$ cat config.mk
export PLATFORM = sky130hd
export DESIGN_NAME = msort_net
export DESIGN_NICKNAME = d
export VERILOG_FILES = /design/src/rtl/msort_pkg.sv /design/src/rtl/msort_level.sv /design/src/rtl/msort_vpipe.sv /design/src/rtl/msort_net.sv
export SDC_FILE = /design/constraint.sdc
export NUM_CORES = 2
export LEC_CHECK = 0
export BUFFER_PORTS_ARGS = -buffer_cell sky130_fd_sc_hd__buf_2
export CAP_MARGIN = 20
export CORE_ASPECT_RATIO = 1.4
export CORE_MARGIN = 2
export CORE_UTILIZATION = 30
export DETAILED_ROUTE_END_ITERATION = 7
export GPL_ROUTABILITY_DRIVEN = 1
export PLACE_DENSITY = 0.47
export SYNTH_ARGS = -nofsm -noshare
export SYNTH_HDL_FRONTEND = slang
export SYNTH_SLANG_ARGS = --single-unit
$ cat constraint.sdc
create_clock -name clk -period 6.1 [get_ports clk]
set_input_delay 1.22 -clock clk [delete_from_list [all_inputs] [get_ports clk]]
set_output_delay 1.22 -clock clk [all_outputs]
set_load 0.01 [all_outputs]
$ cat src/rtl/msort_pkg.sv
package msort_pkg;

    typedef struct packed {
        int unsigned p;
        int unsigned r;
        int unsigned d;
    } lvl_sched_t;

    function automatic int unsigned num_levels(input int unsigned n);
        int unsigned lg;
        lg = $clog2(n);
        return (lg * (lg + 1)) / 2;
    endfunction

    // Walk the merge-exchange loops and return (p, r, d) of level 'lvl'.
    function automatic lvl_sched_t level_sched(input int unsigned n, input int unsigned lvl);
        int unsigned t, p, q, r, d, qs, cnt;
        lvl_sched_t res;
        t   = $clog2(n);
        p   = 1 << (t - 1);
        cnt = 0;
        res = '0;
        while (p > 0) begin
            q = 1 << (t - 1);
            r = 0;
            d = p;
            do begin
                if (cnt == lvl) begin
                    res.p = p;
                    res.r = r;
                    res.d = d;
                end
                cnt = cnt + 1;
                qs  = q;
                d   = q - p;
                q   = q / 2;
                r   = p;
            end while (qs != p);
            p = p / 2;
        end
        return res;
    endfunction

endpackage

$ cat src/rtl/msort_level.sv
module msort_level #(
    parameter int unsigned N  = 16,
    parameter int unsigned KW = 8,
    parameter int unsigned P  = 1,
    parameter int unsigned R  = 0,
    parameter int unsigned D  = 1
) (
    input  logic                   clk,
    input  logic [N-1:0][KW-1:0]   keys_i,
    output logic [N-1:0][KW-1:0]   keys_o
);

    logic [N-1:0][KW-1:0] keys_d;
    logic [N-1:0][KW-1:0] keys_q;

    // Compare/exchange on every scheduled pair; untouched lanes pass through.
    always_comb begin
        keys_d = keys_i;
        for (int unsigned i = 0; i < N; i++) begin
            if ((i + D < N) && ((i & P) == R)) begin
                if (keys_i[i] > keys_i[i + D]) begin
                    keys_d[i]     = keys_i[i + D];
                    keys_d[i + D] = keys_i[i];
                end
            end
        end
    end

    always_ff @(posedge clk) begin
        keys_q <= keys_d;
    end

    assign keys_o = keys_q;

endmodule

$ cat src/rtl/msort_vpipe.sv
module msort_vpipe #(
    parameter int unsigned DEPTH = 10
) (
    input  logic clk,
    input  logic rst,
    input  logic vin,
    output logic vout
);

    logic [DEPTH-1:0] vld_d;
    logic [DEPTH-1:0] vld_q;

    always_comb begin
        vld_d[0] = vin;
        for (int unsigned k = 1; k < DEPTH; k++) begin
            vld_d[k] = vld_q[k - 1];
        end
    end

    always_ff @(posedge clk) begin
        if (rst) vld_q <= '0;
        else     vld_q <= vld_d;
    end

    assign vout = vld_q[DEPTH-1];

endmodule

$ cat src/rtl/msort_net.sv
module msort_net #(
    parameter int unsigned N  = 16,
    parameter int unsigned KW = 8
) (
    input  logic            clk,
    input  logic            rst,
    input  logic            in_valid,
    input  logic [N*KW-1:0] in_keys,
    output logic            out_valid,
    output logic [N*KW-1:0] out_keys
);
    import msort_pkg::*;

    localparam int unsigned L = num_levels(N);

    logic [N-1:0][KW-1:0] stage_keys [0:L];

    assign stage_keys[0] = in_keys;

    for (genvar g = 0; g < L; g++) begin : g_lvl
        localparam lvl_sched_t S = level_sched(N, g);
        msort_level #(
            .N  (N),
            .KW (KW),
            .P  (S.p),
            .R  (S.r),
            .D  (S.d)
        ) lvl_i (
            .clk    (clk),
            .keys_i (stage_keys[g]),
            .keys_o (stage_keys[g+1])
        );
    end

    msort_vpipe #(.DEPTH(L)) vpipe_i (
        .clk  (clk),
        .rst  (rst),
        .vin  (in_valid),
        .vout (out_valid)
    );

    assign out_keys = stage_keys[L];

endmodule

# == Word-level counts from Yosys, hierarchy flattened ==
# Index checks and enable logic that the tools add are counted.
# word_totals
input_bits,131
register_bits,1290
elab_cells,335
output_inout_bits,129
# classes
muxes,111
magnitude_cmp,63
# ops
operator,count
8-bit two-way mux,96
8-bit > comparator,63
16-bit two-way mux,15

# == Longest topological paths before layout ==
# logic_depth
depth_word,2
depth_mapped,9
depth_no_buf,7

# == By module ==
# A second synthesis with hierarchy kept.
# unflattened
cells_unflattened,4325
area_unflattened_um2,56183.9
# modules_own_cells
module,area_each_um2,cells_each,n_inst,seq_area_each_um2
msort_level at g_lvl[0].lvl_i ...,6297.3,480,3,2562.5
msort_level at g_lvl[2].lvl_i ...,4454.3,304,3,2562.5
msort_level at g_lvl[5].lvl_i ...,5377.7,392,2,2562.5
msort_level at g_lvl[9].lvl_i,6605.1,689,1,2562.5
msort_level at g_lvl[3].lvl_i,6306.0,480,1,2562.5
msort_vpipe,262.8,20,1,200.2

# == Least setup slack after synthesis ==
# No wires, ideal clock.
# synth_timing
path_type,input-to-reg
from,input in_keys[79]
to,register g_lvl[0].lvl_i.keys_q (netlist bit g_lvl[0].lvl_i.keys_o[12])
cell_stages,9
setup_ns,0.122
slack_ns,3.450
arrival_ns,2.528
required_ns,5.978
path_buffers,2
path_cell_list,inv_1 -> ha_1 -> nand4_4 -> nand2b_1 -> buf_6 -> buf_6 -> nand3_1 -> o21ai_1 -> a221o_1
# synth_lines
item,line_no,rtl
from (decl),msort_net.sv:8,"input logic [N*KW-1:0] in_keys,"
to (signal assigned),msort_level.sv:30,keys_q <= keys_d;
to (decl),msort_level.sv:14,logic [N-1:0][KW-1:0] keys_q;

==> metrics.txt <==
startpoint types=flop; Setup Skew=0.05000 ns; Initial Utilization=0.3022; maximum clock frequency=361.2 MHz; metal3 WL=5.091 mm; flop2flop setup slack=3.33 ns; CP endpoint kind=flop; Core Footprint=203800 sq um; max_cap viols=0; CTS Hold Bufs=0; RR Endpoint=g_lvl[5].lvl_i.keys_o[25]$_DFF_P_; Util after Layout=0.3408; RSZ-0062 raised after global routing=false; die width=386.9 um; Netlist cell types=37; clk_lat worst skew=0.80 ns; Yosys reg bits=1290; cell count after synthesis=6341; Worst Max-Slew Pin Slew=1.095 ns; total track usage=0.1489; CTS tree=yes; clock slew at reported path FFs=0.06 ns; First-pass DRT Iterations=6; Placed Cells=8992; syn nets=6976; via count=46480; setup TNS=0 ns; Worst Setup SP=g_lvl[4].lvl_i.keys_o[47]$_DFF_P_; share of post-route cells with drive strength above 1=0.1890; fin cells=9256; Worst slew margin=0.2701; crit path DAT=3.38 ns; CTS sink cnt=1290; most frequent cells in the layout=dfxtp_1, nand2_1, nand3_1, a221o_1, inv_1; CTS root buf=clkbuf_16; Post-Synthesis Cell Area=61580 sq um; Final setup viols=0; CTS Buffer Depth=4; number of global-route vias before repair=43700; I/O Pins=260; drt initial violations=2582; initial antenna violation count=5; depth of the CTS H-tree=4; DIE AREA=209000 sq um; R2R depth=6; commonest non-fill, non-tap cell in the layout=dfxtp_1; mean post-synth cell area=9.711 sq um; Seq/Total Area, Yosys=0.4194; final worst-path cycle share=0.4538; CP Class=flop to flop; post-CTS sizing=0; end of the critical path=g_lvl[5].lvl_i.keys_o[25]$_DFF_P_; pin count of the biggest net entering global routing=34; die height=540.1 um; number of buffers created by CTS=145; gpl congestion=0.8355; DR WL met2=83.48 mm; std cell rows=196; Port Buffers=259; min Tclk post-route=2.768 ns; synth warn=0; via/cell ratio=5.021; Reg-to-Reg Start=g_lvl[4].lvl_i.keys_o[47]$_DFF_P_; Worst Hold Class=flop to flop; final WL=161.0 mm; Max FO, Critical Path=18; uppermost layer routed=met4; post-detailed-route count of antenna-violating nets=0; met1 WL=67.49 mm; Area Overhead vs Synth=12.78%; global-route wire length before repair=251.0 mm; DRC=0; Req. time, crit path=6.71 ns; Nets=7115; Fin Hold WS=0.2959 ns; Setup Fix Bufs, Post-CTS=0; WL/cell=17.40 um; post-DP HPWL=122.0 mm; status=finished clean; Final Hold Fails=0; global route overflow=0; Slew Limit Fails=0
-- routing by layer --
| layer | vias to the layer above | GRT usage |
|---|---|---|
| li1 | 23440 | - |
| met1 | 22000 | 0.1751 |
| met2 | 807 | 0.2763 |
| met3 | 231 | 0.01845 |
| met4 | 0 | 0.04986 |
| met5 | - | 0 |
-- cell families (layout without fill, tap and decap cells) --
family | Yosys count | after routing | synth area share
adder cells (fa/ha/maj) | 504 | 504 | 0.1024
buffers and inverters | 839 | 1080 | 0.06423
AND/OR/NAND/NOR | 1608 | 1608 | 0.1365
flip-flops | 1290 | 1290 | 0.4194
other | 0 | 1 | 0
multiplexers | 410 | 410 | 0.07558
AO/OA/AOI/OAI | 1690 | 1690 | 0.2019
-- cell type report --
class | count | area [sq um]
clock inverter | 59 | 768.2
antenna | 1 | 2.502
fill | 20610 | 134300
tap | 2673 | 3344
inverter | 538 | 2019
timing repair buffer | 293 | 1649
multi-input combinational | 4212 | 31800
clock buffer | 190 | 4040
sequential | 1290 | 25820
-- synthesized netlist by cell type, drive strengths merged --
cell	instances	area, sq um
a21oi	223	1120
ha	504	6306
nor3b	34	425.4
mux2	410	4654
inv	538	2019
and4	61	534.3
o221a	54	608.1
buf	233	1680
o211ai	29	357.8
o21ai	756	4140
nor2b	39	251.5
dfxtp	1290	25820
nand4	65	917.1
or2	27	168.9
a21boi	27	304.0
o21bai	1	11.26
clkbuf	68	255.2
a211oi	55	417.9
nand2	721	2706
nand3	544	2723
nor2	83	311.6
o32ai	1	27.53
nand2b	34	370.4
a221o	544	5445
-- through the flow --
| stage | setup slack (ns) | cell area (sq um) |
|---|---|---|
| 2_1_floorplan | 3.450 | 61580 |
| 3_3_place_gp | 2.471 | 64440 |
| 3_5_place_dp | 2.378 | 64440 |
| 4_1_cts | 3.191 | 69240 |
| 5_1_grt | 3.164 | 69450 |
| 6_report | 3.332 | 69450 |
-- registers in the layout, summed over array words and instances, names as in the netlist --
name and flops:
vpipe_i.vld_q 10, g_lvl.lvl_i.keys_o 1280
-- how the worst min path moves through the flow --
stage / cells after the start / end / start / slack, ns
after floorplan: 0 / g_lvl[2].lvl_i.keys_o[0]$_DFF_P_ / g_lvl[1].lvl_i.keys_o[0]$_DFF_P_ / 0.31
final: 0 / g_lvl[5].lvl_i.keys_o[121]$_DFF_P_ / g_lvl[4].lvl_i.keys_o[121]$_DFF_P_ / 0.30
after global placement: 0 / g_lvl[2].lvl_i.keys_o[104]$_DFF_P_ / g_lvl[1].lvl_i.keys_o[104]$_DFF_P_ / 0.31
after global routing: 0 / g_lvl[8].lvl_i.keys_o[120]$_DFF_P_ / g_lvl[7].lvl_i.keys_o[120]$_DFF_P_ / 0.30
after CTS: 0 / g_lvl[5].lvl_i.keys_o[121]$_DFF_P_ / g_lvl[4].lvl_i.keys_o[121]$_DFF_P_ / 0.29
after detailed placement: 0 / g_lvl[2].lvl_i.keys_o[20]$_DFF_P_ / g_lvl[1].lvl_i.keys_o[20]$_DFF_P_ / 0.31
-- critical path, stage by stage (launching register included) --
cell	delay, ns
dfxtp_1	0.51
inv_1	0.08
ha_1	0.35
nand4_4	0.25
nand2b_1	0.58
o21ai_2	0.37
a221o_1	0.45
Power is not shown: default switching activity piles up to over one toggle a cycle in this logic, so the estimate is an artifact.
